===== src/rtl/cph_pkg.sv =====
package cph_pkg;

  typedef enum logic [1:0] {
    CLS_NONE = 2'b00,
    CLS_DOP  = 2'b01,
    CLS_LOAD = 2'b10,
    CLS_RSVD = 2'b11
  } op_class_e;

  typedef enum logic [1:0] {
    ST_IDLE,
    ST_WAIT,
    ST_COMMIT,
    ST_DATA
  } resp_state_e;

  typedef struct packed {
    logic claim_n;
    logic commit_n;
  } hs_lines_t;

  // A zero count field stands for the largest count the field can express.
  function automatic int unsigned words_from_field(input int unsigned field,
                                                   input int unsigned field_w);
    return (field == 0) ? (32'd1 << field_w) : field;
  endfunction

  // Line levels seen by the host for each responder state.
  function automatic hs_lines_t hs_for(input resp_state_e st, input logic last_word);
    hs_lines_t r;
    case (st)
      ST_IDLE:   r = '{claim_n: 1'b1, commit_n: 1'b1};
      ST_WAIT:   r = '{claim_n: 1'b0, commit_n: 1'b1};
      ST_COMMIT: r = '{claim_n: 1'b0, commit_n: 1'b0};
      default:   r = last_word ? '{claim_n: 1'b1, commit_n: 1'b1}
                               : '{claim_n: 1'b0, commit_n: 1'b0};
    endcase
    return r;
  endfunction

endpackage


===== src/rtl/cph_class_decode.sv =====
module cph_class_decode
  import cph_pkg::*;
(
  input  logic [1:0] op_class,
  output logic       is_dop,
  output logic       is_load
);
  op_class_e cls;

  assign cls     = op_class_e'(op_class);
  assign is_dop  = (cls == CLS_DOP);
  assign is_load = (cls == CLS_LOAD);
endmodule


===== src/rtl/cph_word_counter.sv =====
module cph_word_counter
  import cph_pkg::*;
#(
  parameter int CNT_W = 4
) (
  input  logic             clk,
  input  logic             rst_n,
  input  logic             load,
  input  logic [CNT_W-1:0] field,
  input  logic             step,
  output logic             last_word
);
  localparam int CW = CNT_W + 1;

  logic [CW-1:0] rem_q;
  logic [CW-1:0] load_val;

  assign load_val = CW'(words_from_field(32'(field), CNT_W));

  always_ff @(posedge clk or negedge rst_n) begin
    if (!rst_n) begin
      rem_q <= '0;
    end else if (load) begin
      rem_q <= load_val;
    end else if (step && (rem_q != '0)) begin
      rem_q <= rem_q - 1'b1;
    end
  end

  assign last_word = (rem_q == CW'(1));
endmodule


===== src/rtl/cph_capture.sv =====
module cph_capture #(
  parameter int DATA_W = 32
) (
  input  logic              clk,
  input  logic              rst_n,
  input  logic              take,
  input  logic              take_last,
  input  logic [DATA_W-1:0] din,
  output logic              valid,
  output logic [DATA_W-1:0] dout,
  output logic              last
);
  always_ff @(posedge clk or negedge rst_n) begin
    if (!rst_n) begin
      valid <= 1'b0;
      last  <= 1'b0;
      dout  <= '0;
    end else begin
      valid <= take;
      last  <= take && take_last;
      if (take) begin
        dout <= din;
      end
    end
  end
endmodule


===== src/rtl/cph_ctrl.sv =====
module cph_ctrl
  import cph_pkg::*;
(
  input  logic clk,
  input  logic rst_n,
  input  logic req,
  input  logic is_dop,
  input  logic is_load,
  input  logic dp_ready,
  input  logic last_word,
  output logic accept_evt,
  output logic commit_evt,
  output logic word_evt,
  output logic last_evt,
  output logic st_idle,
  output logic claim_n,
  output logic commit_n,
  output logic op_start
);
  resp_state_e state_q, state_d;
  logic        xfer_q;
  hs_lines_t   lines;

  assign st_idle    = (state_q == ST_IDLE);
  assign accept_evt = st_idle && req && (is_dop || is_load);
  assign commit_evt = (accept_evt || (state_q == ST_WAIT)) && dp_ready;
  assign word_evt   = (state_q == ST_DATA);
  assign last_evt   = word_evt && last_word;

  always_comb begin
    state_d = state_q;
    case (state_q)
      ST_IDLE:   if (accept_evt) state_d = dp_ready ? ST_COMMIT : ST_WAIT;
      ST_WAIT:   if (commit_evt) state_d = ST_COMMIT;
      ST_COMMIT: state_d = xfer_q ? ST_DATA : ST_IDLE;
      default:   if (last_evt) state_d = ST_IDLE;
    endcase
  end

  always_ff @(posedge clk or negedge rst_n) begin
    if (!rst_n) begin
      state_q <= ST_IDLE;
      xfer_q  <= 1'b0;
    end else begin
      state_q <= state_d;
      if (accept_evt) begin
        xfer_q <= is_load;
      end
    end
  end

  assign lines    = hs_for(state_q, last_word);
  assign claim_n  = lines.claim_n;
  assign commit_n = lines.commit_n;
  assign op_start = (state_q == ST_COMMIT) && !xfer_q;
endmodule


===== src/rtl/cop_handshake_resp.sv =====
module cop_handshake_resp #(
  parameter int DATA_W = 32,
  parameter int CNT_W  = 4
) (
  input  logic              clk,
  input  logic              rst_n,
  input  logic              instr_req,
  input  logic [1:0]        op_class,
  input  logic [CNT_W-1:0]  word_field,
  input  logic              dp_ready,
  input  logic [DATA_W-1:0] bus_data,
  output logic              claim_n,
  output logic              commit_n,
  output logic              cap_valid,
  output logic [DATA_W-1:0] cap_data,
  output logic              cap_last,
  output logic              op_start
);
  logic is_dop, is_load;
  logic accept_evt, commit_evt, word_evt, last_evt, st_idle;
  logic last_word;

  cph_class_decode u_dec (
    .op_class (op_class),
    .is_dop   (is_dop),
    .is_load  (is_load)
  );

  cph_word_counter #(.CNT_W(CNT_W)) u_cnt (
    .clk       (clk),
    .rst_n     (rst_n),
    .load      (accept_evt),
    .field     (word_field),
    .step      (word_evt),
    .last_word (last_word)
  );

  cph_ctrl u_ctrl (
    .clk        (clk),
    .rst_n      (rst_n),
    .req        (instr_req),
    .is_dop     (is_dop),
    .is_load    (is_load),
    .dp_ready   (dp_ready),
    .last_word  (last_word),
    .accept_evt (accept_evt),
    .commit_evt (commit_evt),
    .word_evt   (word_evt),
    .last_evt   (last_evt),
    .st_idle    (st_idle),
    .claim_n    (claim_n),
    .commit_n   (commit_n),
    .op_start   (op_start)
  );

  cph_capture #(.DATA_W(DATA_W)) u_cap (
    .clk       (clk),
    .rst_n     (rst_n),
    .take      (word_evt),
    .take_last (last_evt),
    .din       (bus_data),
    .valid     (cap_valid),
    .dout      (cap_data),
    .last      (cap_last)
  );
endmodule


===== config.mk =====
export PLATFORM = sky130hd
export DESIGN_NAME = cop_handshake_resp
export DESIGN_NICKNAME = d
export VERILOG_FILES = /design/src/rtl/cph_pkg.sv /design/src/rtl/cph_class_decode.sv /design/src/rtl/cph_word_counter.sv /design/src/rtl/cph_capture.sv /design/src/rtl/cph_ctrl.sv /design/src/rtl/cop_handshake_resp.sv
export SDC_FILE = /design/constraint.sdc
export NUM_CORES = 1
export LEC_CHECK = 0
export ABC_AREA = 1
export ABC_CLOCK_PERIOD_IN_PS = 1800
export BUFFER_PORTS_ARGS = -buffer_cell sky130_fd_sc_hd__buf_2
export CAP_MARGIN = 25
export CORE_MARGIN = 4
export CORE_UTILIZATION = 45
export CTS_CLUSTER_SIZE = 25
export DETAILED_ROUTE_END_ITERATION = 8
export PLACE_DENSITY = 0.76
export SLEW_MARGIN = 10
export SYNTH_ARGS = -nofsm -noshare
export SYNTH_HDL_FRONTEND = slang
export SYNTH_SLANG_ARGS = --single-unit

===== constraint.sdc =====
create_clock -name clk -period 1.8 [get_ports clk]
set_clock_uncertainty 0.05 [all_clocks]
set_input_delay 0.09 -clock clk [delete_from_list [all_inputs] [get_ports clk]]
set_output_delay 0.09 -clock clk [all_outputs]
set_load 0.01 [all_outputs]

== After elaboration in Yosys (flattened, before gate mapping) ==
Index checks and enable logic that the tools add are counted.
Word-level totals
  register bits: 42
  output and inout bits: 37
  logic and storage cells: 42
Cells by class
  $add $sub $neg: 1
  eq/ne operators: 8
  multiplexer cells: 11
  reduce and logical (&&, ||, !) cells: 16
Operators by type and width (count)
  5-bit two-way mux: 3
  2-bit two-way mux: 6
  2-bit case mux with 3 select lines: 2
  1-bit logical AND: 7
  2-bit equality test (second input constant): 3
  5-bit by 1-bit equality test with 1-bit output (second input constant): 1
  5-bit nonzero test: 1
  5-bit by 1-bit subtractor with 5-bit output (second input constant): 1
  2-bit by 1-bit equality test with 1-bit output (second input constant): 2
  4-bit logical NOT: 1
  4-bit nonzero test: 1
  3-bit AND reduction: 1
  2-bit logical NOT: 1
  1-bit logical OR: 2
  2-bit by 1-bit inequality test with 1-bit output (second input constant): 1
  2-bit inequality test (second input constant): 1
  2-bit nonzero test: 1
  1-bit logical NOT: 1

== Longest topological paths before layout ==
Gate-level depths: netlist (run 1).
  depth in word-level cells: 7
  mapped depth: 8

== Cells and area by module ==
From an unflattened synthesis (run 1), not the netlist that was laid out.
Unflattened totals
  cell total of the unflattened synthesis: 247
  area total of the unflattened synthesis: 2074.5 µm²
By module, submodules not included
  cph_capture: times used 1, cells each 140, area an instance 1345.0 µm², sequential area each 850.8 µm²
  cph_ctrl: times used 1, cells each 57, area an instance 359.1 µm², sequential area each 75.1 µm²
  cph_word_counter: times used 1, cells each 46, area an instance 355.3 µm², sequential area each 125.1 µm²
  cph_class_decode: times used 1, cells each 4, area an instance 15.0 µm², sequential area each 0.0 µm²

== Least setup slack after synthesis (run 1) ==
OpenSTA, ideal clock, no wires.
  kind: flip-flop to flip-flop
  start point: reg u_ctrl.state_q[0]
  end point: reg u_ctrl.state_q[1]
  library setup time: 117 ps
  arrival time: 1247 ps
  required time: 1633 ps
  path slack: 386 ps
  stages on the path, launching flop included: 8
  cell sequence: dfrtp_1 -> inv_1 -> ha_1 -> nand3_2 -> a21oi_2 -> nand2_1 -> nand2_1 -> nand2_1
On the way
  cells in the longest elaborated chain, start to end: 7
  elaborated cells on any way between the ends: 14
RTL lines
  start: declaration: RTL line cph_ctrl.sv:20  | resp_state_e state_q, state_d;
  start signal: assignment: RTL line cph_ctrl.sv:45  | state_q <= state_d;
  2-bit logical NOT: RTL line cph_ctrl.sv:24, cph_ctrl.sv:32
  1-bit logical AND (2 in a row): RTL line cph_ctrl.sv:25  | assign accept_evt = st_idle && req && (is_dop || is_load);
  1-bit logical OR: RTL line cph_ctrl.sv:26  | assign commit_evt = (accept_evt || (state_q == ST_WAIT)) && dp_ready;
  1-bit logical AND: RTL line cph_ctrl.sv:26
  2-bit inequality test (no line)
  3-bit AND reduction (no line)
Parallel ways exist; a longest one is shown, timed or not.
A chain may end at the register's enable or synchronous reset.

== Worst setup path in the final report (run 1) ==
  start point: reg u_ctrl.state_q[0]
  end point: out commit_n
On the way
  cells in the longest elaborated chain, start to end: 2
  elaborated cells on any way between the ends: 4
RTL lines
  2-bit equality test, or another cell as far along: RTL line cph_pkg.sv:31  | case (st)
  2-bit case mux with 3 select lines *: RTL line cph_pkg.sv:31
  end: declaration: RTL line cop_handshake_resp.sv:13  | output logic commit_n,
Mark *: on every way between the ends. The rest lies on a longest branch, timed or not.

==> impl_metrics.ini, run 1 <==
[synthesis]
synth_area_mm2 = 0.001893
synth_ff_type = dfrtp_1
synth_edf_count = 0
yosys_warnings = 0
synthArstFlopShare = 1.000
yosysSeqAreaShare = 0.5552
synthTopCellsByArea = dfrtp_1 (56%), nand2_1 (25%), ha_1 (5.3%), nand3_1 (3.2%), inv_1 (2.4%)
postSynthAreaPerCell_um2 = 8.231
synth_top_area_frac = 0.5552
ys_types = 20
ys_ff_latch = 42
yosysTopAreaCell = dfrtp_1
syn-instance-count = 230
syn-num-nets = 280

[hold_path]
hold_class = input pin to flip-flop

[clock_tree]
cts.clk_slew.worst_paths_ns = 0.08
cts_setup_buffers = 0
cts_tree = yes
clock_latency_ns = 0.29
cts_sinks = 42
root_buffer = clkbuf_8
cts_max_path_buffers = 2
cts.htree.levels = 2
numCtsBuffers = 5

[setup_path]
reg2reg_from = u_ctrl.state_q[0]$_DFFE_PN0P_
arrival_ns = 1.53
crit_path_end = commit_n
r2r_slack_ns = 0.29
r2r_cells = 7
required_ns = 1.66
crit_start = u_ctrl.state_q[0]$_DFFE_PN0P_
crit_type = flip-flop to output pin
cp_max_fo = 19
critPathLaunchType = flip-flop
end_kind = output pin
r2r-end = u_ctrl.state_q[1]$_DFFE_PN0P_

[detailed_routing]
vias = 1847
drt-pass1-iter-count = 5
viasPerCell = 4.641
route.detailed.drc = 0
postRouteAntennaNets = 0
drt_wl_total_um = 4794
avgRoutedWirePerCell_um = 12.05
drt_iter0_drc = 93

[floorplanning]
die-height_um = 72.86
die_w_um = 72.86
core_mm2 = 0.004029
rows = 23
design.die.area_mm2 = 0.005309
start_util = 0.4699
io_pins = 79

[global_routing]
grt_overflow = 0
track_usage = 0.1894
grt_antenna_before_repair = 0
grt_max_degree = 30
grt_pass1_vias = 1714
grt_pass1_wl_um = 7734

[placed_design]
gp_congestion = 0.8127
io_buffers = 78
post-dp-hpwl_um = 3050

[sta]
setup_viol = 0
relSlewSlack = 0.6024
hold_viol = 0
fmax_mhz = 600.3
min_period_ns = 1.666
tns_ns = 0
drv_slew = 0
post-route-period-util = 0.9255
worst_slew_pin_slew_ns = 0.5963
rsz0062_at_grt = no

[power_and_ir_drop]
ir_drop_uv = 806.9
power.density_mw_per_mm2 = 1462
power.leakage_uw = 0.001576
power_uw = 4068

[finish]
drive_gt1_frac = 0.2795
syn2layout_area_growth_pct = 46.93
fin_nets = 396

[outcome]
outcome = completed

[job]
cap_violations = 0
## placed cells by master (no fill, tap or decap), types with 5 or more instances in the layout
cell           count
ha_1               6
buf_2             78
clkbuf_8           5
nand3_1           12
dlygate4sd3_1     34
nor2_1             6
nand2_1          127
inv_1             12
dfrtp_1           42
## worst min path at each step
| stage | from | end | slack, ns | cells after the start |
|---|---|---|---|---|
| floorplan | rst_n | u_cap.dout[0]$_DFFE_PN0P_ | -0.26 | 0 |
| global placement | rst_n | u_cap.dout[27]$_DFFE_PN0P_ | 0.09 | 1 |
| detailed placement | rst_n | u_cap.dout[27]$_DFFE_PN0P_ | 0.09 | 1 |
| CTS | word_field[2] | u_cnt.rem_q[2]$_DFFE_PN0P_ | 0.003 | 3 |
| global route | word_field[2] | u_cnt.rem_q[2]$_DFFE_PN0P_ | 0.03 | 3 |
| finish | word_field[2] | u_cnt.rem_q[2]$_DFFE_PN0P_ | 0.02 | 3 |
## where the power goes
part,switching [µW],internal (µW)
combinational,1070,771
sequential,256,1390
clock,309,273
## sequential cells by signal (all words and copies together), names as in the netlist
signal,flops
u_cap.last,1
u_cap.dout,32
u_cnt.rem_q,5
u_ctrl.state_q,2
u_cap.valid,1
u_ctrl.xfer_q,1
## metal layers
| metal | GRT usage | vias up | wire (µm) | part of all wire |
|---|---|---|---|---|
| met3 | 0.03306 | 6 | 336 | 0.070 |
| met4 | 0.07787 | 0 | 61 | 0.013 |
| met5 | 0 | - | 0 | 0 |
| li1 | - | 938 | - | - |
| met1 | 0.2459 | 833 | 2058 | 0.43 |
| met2 | 0.3136 | 70 | 2337 | 0.49 |
## per-stage QoR
| stage | hold slack, ns | area, µm² | std cells | utilization | setup WS (ns) |
|---|---|---|---|---|---|
| after detailed placement | 0.08627 | 2347 | 355 | 0.5826 | 0.2131 |
| after global placement | 0.08731 | 2347 | 355 | 0.5826 | 0.2871 |
| final | 0.01527 | 2781 | 398 | 0.6904 | 0.1341 |
| after CTS | 0.002626 | 2774 | 397 | 0.6885 | 0.04615 |
| after global routing | 0.03480 | 2779 | 397 | 0.6898 | 0.03599 |
| after floorplan | -0.2556 | 1893 | 230 | - | 0.3860 |
## cell usage after synthesis, types with 2 or more instances
master    instances
dfrtp_1          42
buf_2             2
o21ai_1           4
nor2_1            6
nand4_1           2
ha_1              8
clkbuf_1          5
nand3_1          12
inv_1            12
nand2_1         127
## what timing repair did
| action | 4_1_cts | 5_1_grt |
|---|---|---|
| setup endpoints to repair | 0 | 1 |
| gates resized for setup | 0 | 2 |
| hold endpoints to repair | 61 | 0 |
| hold buffers | 34 | 0 |
## critical path: stages (launching register included)
cell      delay (ns)
dfrtp_1         0.42
ha_2            0.25
buf_4           0.22
o211ai_1        0.19
buf_2           0.16
## logic make-up after synthesis
logic type                 count (synthesis)  synth area share
and+or+nand+nor                          152            0.3239
DFF                                       42            0.5552
buffers and inverters                     20           0.04098
adders and majority gates                  8           0.05288
AOI/OAI and AO/OA                          7           0.02248
xor gates and xnor gates                   1          0.004627
## layout make-up
type | count | area, µm²
antenna | 1 | 2.502
clock buffer | 6 | 72.57
timing repair buffer | 116 | 760.7
inverter | 13 | 48.80
multi-input combinational | 168 | 769.5
tap | 50 | 62.56
clock inverter | 2 | 13.76
sequential | 42 | 1051
fill | 320 | 1247
(Power assumes the default switching activity.)
==> inputs of run 2 (changes only) <==
- CORE_UTILIZATION: 45 -> 30
- PLACE_DENSITY: 0.76 -> not set
==> run 2 against run 1 <==
  * Fmax barely moved
  * Sequential share of layout area fell by 1.2 points
  * Die area rose by 44%
  * Critical path type unchanged
==> impl_metrics.ini, run 2 (synthesized netlist as in run 1, its figures left out) <==
[sta]
drv_slew = 0
fmax_mhz = 600.5
worst_slew_pin_slew_ns = 0.5368
relSlewSlack = 0.6421
worst_slack_ns = 0.1348
hold_viol = 0
min_period_ns = 1.665
setup_viol = 0
rsz0062_at_grt = no
post-route-period-util = 0.9251
tns_ns = 0
fin_hold_ws_ns = 0.08278

[outcome]
outcome = completed

[finish]
largest_reg_flops = 32
antenna_cells = 0
utilization = 0.4767
syn2layout_area_growth_pct = 51.75
top_regs = u_cap.dout: 32 flops, u_cnt.rem_q: 5 flops, u_ctrl.state_q: 2 flops
drive_gt1_frac = 0.2849
layout.cells.most_common = nand2_1
layout_common_cells = nand2_1 (127), buf_2 (78), dfrtp_1 (42), dlygate4sd3_1 (35)
regMostFlops = u_cap.dout
fin_nets = 400
fillCellCount = 608

[setup_path]
crit_type = flip-flop to output pin
r2r_cells = 8
crit_path_cell_trace = ha_4, buf_4, nand4_1, o211ai_1, buf_2
arrival_ns = 1.53
reg2reg_from = u_ctrl.state_q[0]$_DFFE_PN0P_
cp_max_fo = 10
worst-path-buf-inv = 2
end_kind = output pin
r2r-end = u_ctrl.state_q[0]$_DFFE_PN0P_
critPathSlowestCell = dfrtp_1
r2r_slack_ns = 0.23
slowest_delay_ns = 0.44
required_ns = 1.66
cpLargestDelayFamily = flip-flops
critPathLaunchType = flip-flop
crit_start = u_ctrl.state_q[0]$_DFFE_PN0P_

[detailed_routing]
postRouteAntennaNets = 0
vias = 1820
drt-pass1-iter-count = 4
drt_wl_total_um = 4604
route.detailed.drc = 0
viasPerCell = 4.272
drt_iter0_drc = 35
avgRoutedWirePerCell_um = 10.81

[hold_path]
min_to = u_ctrl.xfer_q$_DFFE_PN0P_
worstHoldStart = op_class[1]
hold_class = input pin to flip-flop
holdPathStages = 4

[placed_design]
post-dp-hpwl_um = 3187
io_buffers = 78
gp_congestion = 0.7824
place_worst_setup_slack_ns = 0.2231

[power_and_ir_drop]
internal-power_uw = 2503
p_switching_uw = 1614
swShare = 0.3920
power.density_mw_per_mm2 = 1433
power.share.sequential = 0.398
p_clk_frac = 0.148
power.leakage_uw = 0.001606
ir_drop_uv = 586.2
p_comb_frac = 0.454

[floorplanning]
io_pins = 79
die-height_um = 87.44
start_util = 0.3142
rows = 28
design.die.area_mm2 = 0.007645
core_mm2 = 0.006026
die_w_um = 87.44

[clock_tree]
cts_max_path_buffers = 2
cts_tree = yes
numCtsBuffers = 5
cts.clk_slew.worst_paths_ns = 0.07
root_buffer = clkbuf_8
clock_latency_ns = 0.28
cts_sinks = 42
cts.htree.levels = 2

[global_routing]
grt_max_degree = 43
grt_overflow = 0
track_usage = 0.1256
grt_antenna_before_repair = 0
grt_pass1_wl_um = 7624
grt_pass1_vias = 1786

[job]
cap_violations = 0
run 2: metrics by stage:
step | area (µm²) | instances | power, µW
2_1_floorplan | 1893 | 230 | 2746
3_3_place_gp | 2399 | 381 | 3436
3_5_place_dp | 2399 | 381 | 3468
4_1_cts | 2853 | 425 | 4162
5_1_grt | 2873 | 426 | 4539
6_report | 2873 | 426 | 4117
run 2: metal layers:
layer | wire (µm) | track usage
met1 | 2036 | 0.1504
met2 | 2175 | 0.2178
met5 | 0 | 0
met4 | 68 | 0.05300
met3 | 323 | 0.02460
run 2: worst max-delay path by stage:
stage	cells after the start	endpoint	slack [ns]
4_1_cts	5	commit_n	0.03
6_report	5	commit_n	0.13
2_1_floorplan	7	u_ctrl.state_q[1]$_DFFE_PN0P_	0.39
3_5_place_dp	7	u_ctrl.state_q[0]$_DFFE_PN0P_	0.22
3_3_place_gp	7	u_ctrl.state_q[0]$_DFFE_PN0P_	0.29
5_1_grt	5	commit_n	0.03
run 2: final cells by class:
class	count	area [µm²]	share of cell area
sequential	42	1051	0.3659
timing repair buffer	120	805.8	0.2805
multi-input combinational	168	779.5	0.2713
clock buffer	7	86.33	0.03005
inverter	13	51.30	0.01786
clock inverter	1	5.005	0.001742
tap	75	93.84	0.03267
run 2: power by group through the flow:
stage / sequential [µW] / combinational [µW] / clock [µW]
6_report: 1640 / 1870 / 609
5_1_grt: 1710 / 2150 / 674
4_1_cts: 1640 / 1880 / 643
3_5_place_dp: 1650 / 1820 / 0
3_3_place_gp: 1650 / 1790 / 0
2_1_floorplan: 1820 / 929 / 0
run 2: timing repair:
action,CTS,global route
pin swaps,1,1
endpoints found under the hold margin,76,0
gates resized for setup,2,2
hold buffers,35,0
buffers inserted,1,1
endpoints found under the setup margin,1,1
run 2: worst reg2reg max path: stages (launching register included):
cell,delay [ns]
dfrtp_1,0.44
ha_4,0.19
buf_4,0.17
nand4_1,0.17
buf_4,0.19
nand2_1,0.09
nand2_1,0.07
nand2_1,0.06
nand2_1,0.05
==> inputs of run 3 (changes only) <==
- ABC_AREA: 1 -> 0
- CAP_MARGIN: 25 -> 0
==> run 3 against run 2 <==
  * Critical path depth rose by 1
  * Final cell count fell by 21%
  * Via count fell by 18%
  * Fmax fell by 7.1%
  * Total power rose by 1.8%
  * Setup slack got worse by 0.13 ns
  * Count of clock-buffer cells in the layout fell by 2
  * Routed wire length rose by 1.9%
  * Synthesized area fell by 3.2%
  * Register-to-register slack got worse by 0.14 ns
==> impl_metrics.ini, run 3 <==
[sta]
min_period_ns = 1.793
post-route-period-util = 0.9961
hold_viol = 0
fmax_mhz = 557.7
worst_slack_ns = 0.007064
worst_slew_pin_slew_ns = 0.4861
relSlewSlack = 0.6759
tns_ns = 0
rsz0062_at_grt = yes
setup_viol = 0
drv_slew = 0

[detailed_routing]
drt-pass1-iter-count = 4
postRouteAntennaNets = 0
route.detailed.drc = 0
drt_wl_total_um = 4693
viasPerCell = 4.449
avgRoutedWirePerCell_um = 13.97
drt_iter0_drc = 55
vias = 1495

[power_and_ir_drop]
power.density_mw_per_mm2 = 1485
swShare = 0.3614
power_uw = 4192
p_clk_frac = 0.152
power.share.sequential = 0.403
ir_drop_uv = 744.3
internal-power_uw = 2677
p_switching_uw = 1515
power.leakage_uw = 0.001357
p_comb_frac = 0.445

[synthesis]
synth_edf_count = 0
synthTopCellsByArea = dfrtp_1 (57%), mux2_2 (20%), ha_1 (5.5%), a21oi_1 (1.9%), nor2_1 (1.6%)
synthArstFlopShare = 1.000
synth_commonest_cells = dfrtp_1 (42), mux2_2 (33), ha_1 (8), nor2_1 (8)
synth_area_mm2 = 0.001832
post-synth-top-count-cell = dfrtp_1
ys_types = 27
ys_ff_latch = 42
syn-instance-count = 138
yosysSeqAreaShare = 0.5738
postSynthAreaPerCell_um2 = 13.27
syn-num-nets = 188
synth_top_area_frac = 0.5738
yosysTopAreaCell = dfrtp_1
yosys_warnings = 0
synth_ff_type = dfrtp_1

[clock_tree]
numCtsBuffers = 5
clock_latency_ns = 0.29
cts.clk_slew.worst_paths_ns = 0.09
cts_tree = yes
cts_max_path_buffers = 2
cts.htree.levels = 2
cts_sinks = 42
root_buffer = clkbuf_8

[global_routing]
grt_antenna_before_repair = 0
grt_overflow = 0
track_usage = 0.1341
grt_max_degree = 37
grt_pass1_vias = 1644
grt_pass1_wl_um = 7679

[finish]
fin_cells = 336
fillCellCount = 552
regMostFlops = u_cap.dout
antenna_cells = 0
fin_nets = 310
drive_gt1_frac = 0.5249
multi_input_area_um2 = 754.5
syn2layout_area_growth_pct = 54.17
layout.cells.most_common = buf_2
largest_reg_flops = 32
ff_latch_area_mm2 = 0.001051
top_regs = u_cap.dout: 32 flops, u_cnt.rem_q: 5 flops, u_ctrl.state_q: 2 flops
final_cell_area_mm2 = 0.002824
layout_common_cells = buf_2 (78), dfrtp_1 (42), mux2_2 (33), dlygate4sd3_1 (33), nor2_1 (8)

[setup_path]
crit_start = u_cnt.rem_q[1]$_DFFE_PN0P_
cpLargestDelayFamily = simple AND/OR/NAND/NOR gates
crit_type = flip-flop to output pin
reg2reg_from = u_cnt.rem_q[1]$_DFFE_PN0P_
required_ns = 1.66
r2r_slack_ns = 0.09
end_kind = output pin
r2r-end = u_cnt.rem_q[0]$_DFFE_PN0P_
r2r_cells = 7
arrival_ns = 1.65
crit_path_cell_trace = inv_2, ha_2, nand2_1, or4_4, o21ai_1, buf_2
cp_max_fo = 3
critPathSlowestCell = or4_4
slowest_delay_ns = 0.45
critPathLaunchType = flip-flop
worst-path-buf-inv = 2

[floorplanning]
core_mm2 = 0.005921
rows = 28
die_w_um = 86.14
io_pins = 79
start_util = 0.3094
design.die.area_mm2 = 0.007420
die-height_um = 86.14

[placed_design]
place_worst_setup_slack_ns = 0.1139
post-dp-hpwl_um = 2991
dp_cells = 288
gp_congestion = 0.8128
postPlaceCellArea_mm2 = 0.002322
io_buffers = 78

[outcome]
outcome = completed

[hold_path]
hold_class = input pin to flip-flop
worstHoldStart = word_field[3]
min_to = u_cnt.rem_q[3]$_DFFE_PN0P_
holdPathStages = 3

[job]
cap_violations = 0
run 3: cell count changes after synthesis, sizes merged, moves of 3 or more:
cell    delta
a21oi      +6
nand3     -13
clkbuf     -4
inv        -5
nor3       +3
mux2      +33
nand2    -124
run 3: cell families after synthesis:
| kind of cell | synth area share |
|---|---|
| AOI/OAI and AO/OA | 0.06558 |
| xor gates and xnor gates | 0.004782 |
| adders and majority gates | 0.05465 |
| buffers and inverters | 0.02937 |
| DFF | 0.5738 |
| muxes | 0.2083 |
| and+or+nand+nor | 0.06353 |
run 3: what timing repair did:
action	in CTS	in global routing
pin swaps	0	1
endpoints found under the hold margin	52	0
endpoints found under the setup margin	2	3
resized for setup	6	4
hold buffers	33	0
setup buffers	2	5
run 3: layout make-up:
class / count / area share
clock buffers: 5 / 0.02437
multi-input cells: 83 / 0.2672
well taps: 75 / 0.03323
inverters: 8 / 0.01063
clock inverters: 3 / 0.007532
flip-flops and latches: 42 / 0.3722
repair buffers: 120 / 0.2849
run 3: worst reg2reg max path: stages, from the launching register on:
cell,delay (ns)
dfrtp_1,0.40
inv_2,0.07
buf_4,0.10
ha_1,0.18
inv_1,0.06
o41ai_2,0.46
xnor2_1,0.18
a21oi_1,0.10
run 3: per-stage QoR:
stage | util | hold slack, ns
4_1_cts | 0.4691 | 0.01368
3_3_place_gp | 0.3922 | 0.03607
5_1_grt | 0.4770 | 0.003790
3_5_place_dp | 0.3922 | 0.03852
2_1_floorplan | - | -0.2556
6_report | 0.4770 | 0.01809
run 3: worst max-delay path by stage:
stage                                       endpoint  cells past startpoint  slack (ns)
after floorplan           u_cnt.rem_q[1]$_DFFE_PN0P_                      7        0.26
after global placement    u_cnt.rem_q[0]$_DFFE_PN0P_                      6        0.13
after detailed placement   u_ctrl.xfer_q$_DFFE_PN0P_                      5        0.11
after CTS                                    claim_n                      6      -0.002
after global routing                         claim_n                      5       -0.04
final                                       commit_n                      6       0.007
run 3: power by group through the flow:
| stage | Sequential (µW) | Clock [µW] | Combinational [µW] |
|---|---|---|---|
| 5_1_grt | 1740 | 699 | 2050 |
| 4_1_cts | 1680 | 651 | 1800 |
| 6_report | 1690 | 636 | 1870 |
| 2_1_floorplan | 1850 | 0 | 864 |
| 3_3_place_gp | 1680 | 0 | 1680 |
| 3_5_place_dp | 1680 | 0 | 1690 |
run 3: layer usage:
| layer | vias up | global-route usage | part of all wire | wire length [µm] |
|---|---|---|---|---|
| li1 | 728 | - | - | - |
| met2 | 37 | 0.2425 | 0.53 | 2466 |
| met3 | 4 | 0.05476 | 0.053 | 249 |
| met4 | 0 | 0.03022 | 0.0053 | 25 |
| met1 | 726 | 0.1457 | 0.42 | 1951 |
| met5 | - | 0 | 0 | 0 |
